`src/rtl/lane_scr_pkg.sv`:
```
package lane_scr_pkg;
  // History length and tap positions of x^58 + x^39 + 1
  localparam int unsigned HIST_W   = 58;
  localparam int unsigned TAP_NEAR = 39;
  localparam int unsigned TAP_FAR  = 58;

  typedef enum logic {
    MODE_SELF_SYNC = 1'b0,
    MODE_SEEDED    = 1'b1
  } scr_mode_e;
endpackage

```
`src/rtl/lane_scr_selfsync.sv`:
```
module lane_scr_selfsync #(
  parameter int unsigned DATA_W     = 64,
  parameter int unsigned HIST_W     = 58,
  parameter int unsigned TAP_NEAR   = 39,
  parameter int unsigned TAP_FAR    = 58,
  parameter bit          FEED_INPUT = 1'b0
) (
  input  logic [HIST_W-1:0] hist_i,
  input  logic [DATA_W-1:0] din_i,
  output logic [DATA_W-1:0] dout_o,
  output logic [HIST_W-1:0] hist_o
);
  logic [HIST_W-1:0] h;
  logic              fb;

  generate
    if (FEED_INPUT) begin : g_descramble
      // received bit enters the history
      always_comb begin
        h      = hist_i;
        fb     = 1'b0;
        dout_o = '0;
        for (int i = 0; i < int'(DATA_W); i++) begin
          fb        = h[TAP_NEAR-1] ^ h[TAP_FAR-1];
          dout_o[i] = din_i[i] ^ fb;
          h         = {h[HIST_W-2:0], din_i[i]};
        end
        hist_o = h;
      end
    end else begin : g_scramble
      // produced bit enters the history
      always_comb begin
        h      = hist_i;
        fb     = 1'b0;
        dout_o = '0;
        for (int i = 0; i < int'(DATA_W); i++) begin
          fb        = h[TAP_NEAR-1] ^ h[TAP_FAR-1];
          dout_o[i] = din_i[i] ^ fb;
          h         = {h[HIST_W-2:0], dout_o[i]};
        end
        hist_o = h;
      end
    end
  endgenerate
endmodule

```
`src/rtl/lane_scr_keygen.sv`:
```
module lane_scr_keygen #(
  parameter int unsigned DATA_W   = 64,
  parameter int unsigned HIST_W   = 58,
  parameter int unsigned TAP_NEAR = 39,
  parameter int unsigned TAP_FAR  = 58
) (
  input  logic [HIST_W-1:0] hist_i,
  output logic [DATA_W-1:0] key_o,
  output logic [HIST_W-1:0] hist_o
);
  logic [HIST_W-1:0] h;
  logic              k;

  // free-running generator: 64 steps, no data dependence
  always_comb begin
    h     = hist_i;
    k     = 1'b0;
    key_o = '0;
    for (int i = 0; i < int'(DATA_W); i++) begin
      k        = h[TAP_NEAR-1] ^ h[TAP_FAR-1];
      key_o[i] = k;
      h        = {h[HIST_W-2:0], k};
    end
    hist_o = h;
  end
endmodule

```
`src/rtl/lane_scr_path.sv`:
```
module lane_scr_path
  import lane_scr_pkg::*;
#(
  parameter int unsigned DATA_W = 64,
  parameter int unsigned SEED_W = 15,
  parameter bit          IS_RX  = 1'b0
) (
  input  logic              clk,
  input  logic              rst_n,
  input  logic              mode_sync,
  input  logic              bypass,
  input  logic [SEED_W-1:0] seed,
  input  logic              seed_load,
  input  logic [DATA_W-1:0] in_data,
  input  logic              in_valid,
  output logic              in_ready,
  output logic [DATA_W-1:0] out_data,
  output logic              out_valid,
  input  logic              out_ready,
  output logic              stuck_o
);
  localparam int unsigned PAD_W = HIST_W - SEED_W;

  scr_mode_e         mode;
  logic [HIST_W-1:0] seed_ext;
  logic [HIST_W-1:0] hist_q;
  logic [HIST_W-1:0] hist_cur;
  logic [HIST_W-1:0] hist_ss;
  logic [HIST_W-1:0] hist_key;
  logic [HIST_W-1:0] hist_nxt;
  logic [DATA_W-1:0] data_ss;
  logic [DATA_W-1:0] key;
  logic [DATA_W-1:0] data_res;
  logic              load_now;
  logic              accept;

  assign mode     = scr_mode_e'(mode_sync);
  assign seed_ext = {{PAD_W{1'b0}}, seed};
  assign load_now = (mode == MODE_SEEDED) && seed_load;
  assign hist_cur = load_now ? seed_ext : hist_q;
  assign in_ready = !out_valid || out_ready;
  assign accept   = in_valid && in_ready;

  lane_scr_selfsync #(
    .DATA_W(DATA_W), .HIST_W(HIST_W), .TAP_NEAR(TAP_NEAR), .TAP_FAR(TAP_FAR),
    .FEED_INPUT(IS_RX)
  ) i_selfsync (
    .hist_i(hist_cur), .din_i(in_data), .dout_o(data_ss), .hist_o(hist_ss)
  );

  lane_scr_keygen #(
    .DATA_W(DATA_W), .HIST_W(HIST_W), .TAP_NEAR(TAP_NEAR), .TAP_FAR(TAP_FAR)
  ) i_keygen (
    .hist_i(hist_cur), .key_o(key), .hist_o(hist_key)
  );

  always_comb begin
    if (bypass) begin
      data_res = in_data;
      hist_nxt = hist_cur;
    end else begin
      case (mode)
        MODE_SEEDED: begin
          data_res = in_data ^ key;
          hist_nxt = hist_key;
        end
        default: begin
          data_res = data_ss;
          hist_nxt = hist_ss;
        end
      endcase
    end
  end

  always_ff @(posedge clk) begin
    if (!rst_n) begin
      hist_q    <= (mode == MODE_SEEDED) ? seed_ext : '0;
      out_valid <= 1'b0;
      out_data  <= '0;
    end else begin
      if (accept) begin
        hist_q    <= hist_nxt;
        out_data  <= data_res;
        out_valid <= 1'b1;
      end else begin
        hist_q <= hist_cur;
        if (out_ready) out_valid <= 1'b0;
      end
    end
  end

  assign stuck_o = (mode == MODE_SEEDED) && (hist_q == '0);


  out_hold_chk: assert property (@(posedge clk) disable iff (!rst_n)
    out_valid && !out_ready |=> out_valid && $stable(out_data));

  accept_out_chk: assert property (@(posedge clk) disable iff (!rst_n)
    in_valid && in_ready |=> out_valid);

  bypass_freeze_chk: assert property (@(posedge clk) disable iff (!rst_n)
    in_valid && in_ready && bypass && !load_now |=> $stable(hist_q));

  selfsync_seed_ignore_chk: assert property (@(posedge clk) disable iff (!rst_n)
    !mode_sync && seed_load && !(in_valid && in_ready) |=> $stable(hist_q));

  seed_load_chk: assert property (@(posedge clk) disable iff (!rst_n)
    mode_sync && seed_load && !(in_valid && in_ready) |=> hist_q == $past(seed_ext));

  seeded_advance_chk: assert property (@(posedge clk) disable iff (!rst_n)
    in_valid && in_ready && mode_sync && !bypass && !seed_load && hist_q != '0
    |=> hist_q != $past(hist_q));
endmodule

```
`src/rtl/lane_scrambler.sv`:
```
module lane_scrambler
  import lane_scr_pkg::*;
#(
  parameter int unsigned DATA_W = 64,
  parameter int unsigned SEED_W = 15,
  parameter bit          ERR_EN = 1'b1
) (
  input  logic              clk,
  input  logic              rst_n,
  input  logic              mode_sync,
  input  logic [SEED_W-1:0] seed,
  input  logic              seed_load,
  input  logic              tx_bypass,
  input  logic              rx_bypass,
  input  logic [DATA_W-1:0] tx_in_data,
  input  logic              tx_in_valid,
  output logic              tx_in_ready,
  output logic [DATA_W-1:0] tx_out_data,
  output logic              tx_out_valid,
  input  logic              tx_out_ready,
  input  logic [DATA_W-1:0] rx_in_data,
  input  logic              rx_in_valid,
  output logic              rx_in_ready,
  output logic [DATA_W-1:0] rx_out_data,
  output logic              rx_out_valid,
  input  logic              rx_out_ready,
  output logic              rx_stuck_err
);
  logic tx_stuck_unused;
  logic rx_stuck;

  lane_scr_path #(.DATA_W(DATA_W), .SEED_W(SEED_W), .IS_RX(1'b0)) i_tx_path (
    .clk(clk), .rst_n(rst_n), .mode_sync(mode_sync), .bypass(tx_bypass),
    .seed(seed), .seed_load(seed_load),
    .in_data(tx_in_data), .in_valid(tx_in_valid), .in_ready(tx_in_ready),
    .out_data(tx_out_data), .out_valid(tx_out_valid), .out_ready(tx_out_ready),
    .stuck_o(tx_stuck_unused)
  );

  lane_scr_path #(.DATA_W(DATA_W), .SEED_W(SEED_W), .IS_RX(1'b1)) i_rx_path (
    .clk(clk), .rst_n(rst_n), .mode_sync(mode_sync), .bypass(rx_bypass),
    .seed(seed), .seed_load(seed_load),
    .in_data(rx_in_data), .in_valid(rx_in_valid), .in_ready(rx_in_ready),
    .out_data(rx_out_data), .out_valid(rx_out_valid), .out_ready(rx_out_ready),
    .stuck_o(rx_stuck)
  );

  generate
    if (ERR_EN) begin : g_err
      assign rx_stuck_err = rx_stuck;


      stuck_hold_chk: assert property (@(posedge clk) disable iff (!rst_n)
        rx_stuck_err && !seed_load && rx_in_valid && rx_in_ready && !rx_bypass
        |=> rx_stuck_err || !mode_sync);

      stuck_pass_chk: assert property (@(posedge clk) disable iff (!rst_n)
        rx_stuck_err && !seed_load && rx_in_valid && rx_in_ready
        |=> rx_out_data == $past(rx_in_data));
    end else begin : g_no_err
      logic err_unused;
      assign err_unused   = rx_stuck;
      assign rx_stuck_err = 1'b0;
    end
  endgenerate
endmodule

```
`config.mk`:
```
export PLATFORM = sky130hd
export DESIGN_NAME = lane_scrambler
export DESIGN_NICKNAME = d
export VERILOG_FILES = /design/src/rtl/lane_scr_pkg.sv /design/src/rtl/lane_scr_selfsync.sv /design/src/rtl/lane_scr_keygen.sv /design/src/rtl/lane_scr_path.sv /design/src/rtl/lane_scrambler.sv
export SDC_FILE = /design/constraint.sdc
export NUM_CORES = 1
export LEC_CHECK = 0
export BUFFER_PORTS_ARGS = -buffer_cell sky130_fd_sc_hd__buf_2
export CORE_MARGIN = 5
export CORE_UTILIZATION = 62
export CTS_CLUSTER_SIZE = 16
export DETAILED_ROUTE_END_ITERATION = 7
export PLACE_DENSITY = 0.87
export SLEW_MARGIN = 20
export SYNTH_ARGS = -nofsm -noshare
export SYNTH_HDL_FRONTEND = slang
export SYNTH_SLANG_ARGS = --single-unit
```
`constraint.sdc`:
```
create_clock -name clk -period 2.8 [get_ports clk]
set_input_delay 0.14 -clock clk [delete_from_list [all_inputs] [get_ports clk]]
set_output_delay 0.14 -clock clk [all_outputs]
set_load 0.02 [all_outputs]
```
==> reports/metrics.yaml <==
rr_endpoint: "i_rx_path.hist_q[12]$_DFF_P_"
cts_root_buf: "clkbuf_16"
overflow: 0
clock_power_share_pct: 35.2
crit_path_max_fanout: 18
p_per_area_nw_per_um2: 570
pwr-share-seq_pct: 36.6
synth_top_family_by_area: "compound AO/OA/AOI/OAI gates"
leakagePower_nw: 8.29
cp.arrival_ps: 3060
syn2layout_area_growth_pct: 21.5
synth_seq_area_share_pct: 30.5
portBuffers: 285
syn-cell-area_um2: 16100
synth-simple-area-share_pct: 15.0
power.share.switching_pct: 34.0
drv_slew: 0
nets: 2373
synth-edff-count: 0
worstRegToRegCells: 6
via_count: 16800
drt_wl_total_um: 62800
final_hold_viol_count: 0
yosys.area_share.xor_xnor_pct: 23.3
drive_above_1_share_pct: 18.7
grt_antenna_before_repair: 3
status: "finished, final reports clean"
crit_path_end_kind: "register"
cts.path.max_buffers: 3
hold_path_class: "primary input to register"
yosys_warnings: 0
cp.required_ps: 3250
synth-main-ff-cell: "dfxtp_1"
die_x_um: 171
fmax_mhz: 383
grt_max_degree: 79
yosys-mux-area-fraction_pct: 0.496
min-delay-start: "tx_in_data[13]"
regToRegSetupSlack_ps: 190
htreeDepth: 1
dp_hpwl_um: 44000
wl_per_cell_um: 24.3
mostFrequentLayoutCells: "283 x buf_2, 246 x dfxtp_1, 221 x nor2_1"
async_flop_share_pct: 0
synth_compound_area_share_pct: 25.2
slew_headroom_pct: 45.8
period_share_pct: 93.3
skew_ps: 25.0
viasPerCell: 6.51
path_class: "register to register"
cts_made_buffers: 27
switching_power_mw: 3.80
final_common_cell: "buf_2"
syn_nets: 2106
tns_ps: 0
min_path_cells: 3
dr.pass1.iters: 6
synth_seq_cells: 246
r2r_start: "i_rx_path.out_valid$_SDFFE_PN0P_"
rsz0062_at_grt: "no"
avgSynthCellArea_um2: 8.26
dpl_cell_area_um2: 17700
antenna_left: 0
die-area_um2: 29300
gr-usage-all-layers_pct: 40.9
cts_tree: "built"
min_delay_worst_endpoint: "i_tx_path.out_data[13]$_SDFFE_PN0P_"
setup_violations: 0
ys_types: 69
worst_pin_slew_ps: 810
syn-instance-count: 1953
initial_core_util_pct: 62.4
drtIter0Drc: 2417
power.internal_mw: 7.37
p_comb_share_pct: 28.2
synthAdderAreaFrac_pct: 0
gp_congestion: 1.04
worstSkewPairLatency_ps: 570
grt_pass1_wl_um: 93600
core-area_um2: 25800
row_count: 59
ir_drop_v: 0.000456
grt_pass1_vias: 15700
drv_cap: 0
design_area_um2: 19600
io_pins: 286
drcViolationCount: 0
path_clk_slew_ps: 70
startpoint_type: "register"
die_height_um: 171
fin_crit_ps: 2610
cts_sinks: 246
==> how the worst max path moves through the flow <==
stage               slack, ps  depth (start not counted)                        startpoint                           end
floorplan                 900                          5   i_rx_path.hist_q[23]$_SDFF_PN0_                  rx_stuck_err
global placement          760                          7  i_tx_path.out_valid$_SDFFE_PN0P_  i_tx_path.hist_q[12]$_DFF_P_
detailed placement        680                          7  i_tx_path.out_valid$_SDFFE_PN0P_  i_tx_path.hist_q[10]$_DFF_P_
CTS                       290                          6  i_rx_path.out_valid$_SDFFE_PN0P_  i_rx_path.hist_q[13]$_DFF_P_
global route               90                          6  i_rx_path.out_valid$_SDFFE_PN0P_  i_rx_path.hist_q[13]$_DFF_P_
finish                    190                          6  i_rx_path.out_valid$_SDFFE_PN0P_  i_rx_path.hist_q[12]$_DFF_P_
==> synthesized netlist by cell type (28+ instances only) <==
cell / n / area share (%)
a31oi_1: 34 / 1.3
a211oi_1: 130 / 6.1
clkbuf_1: 134 / 3.1
o211ai_1: 40 / 1.9
nand3_1: 28 / 0.87
and3_1: 45 / 1.7
nand2_1: 104 / 2.4
nor2_1: 222 / 5.2
xor2_1: 126 / 6.8
o21a_1: 36 / 1.7
a21oi_1: 97 / 3.0
dfxtp_1: 246 / 31
o21ai_0: 112 / 3.5
xnor2_1: 208 / 11
buf_2: 30 / 0.93
==> stage by stage <==
| step | power [mW] | cells | setup slack, ps | hold WS [ps] | util [%] |
|---|---|---|---|---|---|
| CTS | 11.0 | 2576 | 290 | 0.306 | 75.8 |
| global placement | 7.00 | 2431 | 762 | 423 | 68.3 |
| floorplan | 6.06 | 1953 | 901 | 259 | - |
| finish | 11.2 | 2581 | 187 | 5.33 | 75.8 |
| detailed placement | 7.05 | 2431 | 675 | 414 | 68.3 |
| global route | 11.5 | 2577 | 92.0 | 8.97 | 75.8 |
==> layer usage <==
metal | vias to the layer above | track usage (%) | part of all wire (%)
li1 | 7470 | - | -
met1 | 7851 | 57.0 | 39
met2 | 1299 | 61.0 | 42
met3 | 187 | 12.6 | 15
met4 | 2 | 13.0 | 3.8
met5 | - | 0 | 0.021
==> power groups by stage <==
| stage | clock, mW | combinational [mW] | sequential (mW) |
|---|---|---|---|
| global placement | 0 | 2.87 | 4.13 |
| CTS | 3.92 | 3.04 | 4.07 |
| global route | 4.06 | 3.32 | 4.11 |
| floorplan | 0 | 1.83 | 4.23 |
| finish | 3.94 | 3.15 | 4.09 |
| detailed placement | 0 | 2.91 | 4.14 |
==> kinds of logic (layout without fill, tap and decap cells) <==
group                     Yosys count  after routing
xor gates and xnor gates          371            371
and+or+nand+nor                   520            520
muxes                               8              8
AOI/OAI and AO/OA                 589            589
other                               0              5
buffers and inverters             219            507
DFF                               246            246
==> state kept, by name, summed over array words and instances, names as in the netlist <==
name and cells:
i_tx_path.hist_q 58, i_rx_path.out_data 64, i_tx_path.out_data 64, i_rx_path.hist_q 58
i_tx_path.out_valid 1, i_rx_path.out_valid 1
==> repair_timing <==
| action | in CTS | in global routing |
|---|---|---|
| hold buffers | 95 | 0 |
| endpoints found under the setup margin | 0 | 0 |
| resized for setup | 0 | 0 |
| hold endpoints to repair | 106 | 0 |
| setup buffers | 0 | 0 |
==> worst max-delay path, cell delays in order (launching register included) <==
cell	delay, ps
dfxtp_1	320
nand2b_1	210
and3_1	700
nor3_1	110
buf_4	240
a221o_1	350
dlygate4sd3_1	560
==> layout make-up <==
| cell class | instances | area (um^2) |
|---|---|---|
| multi-input combinational | 1488 | 10300 |
| inverter | 25 | 96.3 |
| sequential | 246 | 4920 |
| timing repair buffer | 432 | 2820 |
| antenna | 5 | 12.5 |
| tap | 335 | 419 |
| clock buffer | 34 | 762 |
| fill | 1933 | 6250 |
| clock inverter | 16 | 205 |
Note: power is estimated with default switching activity, not from simulation.
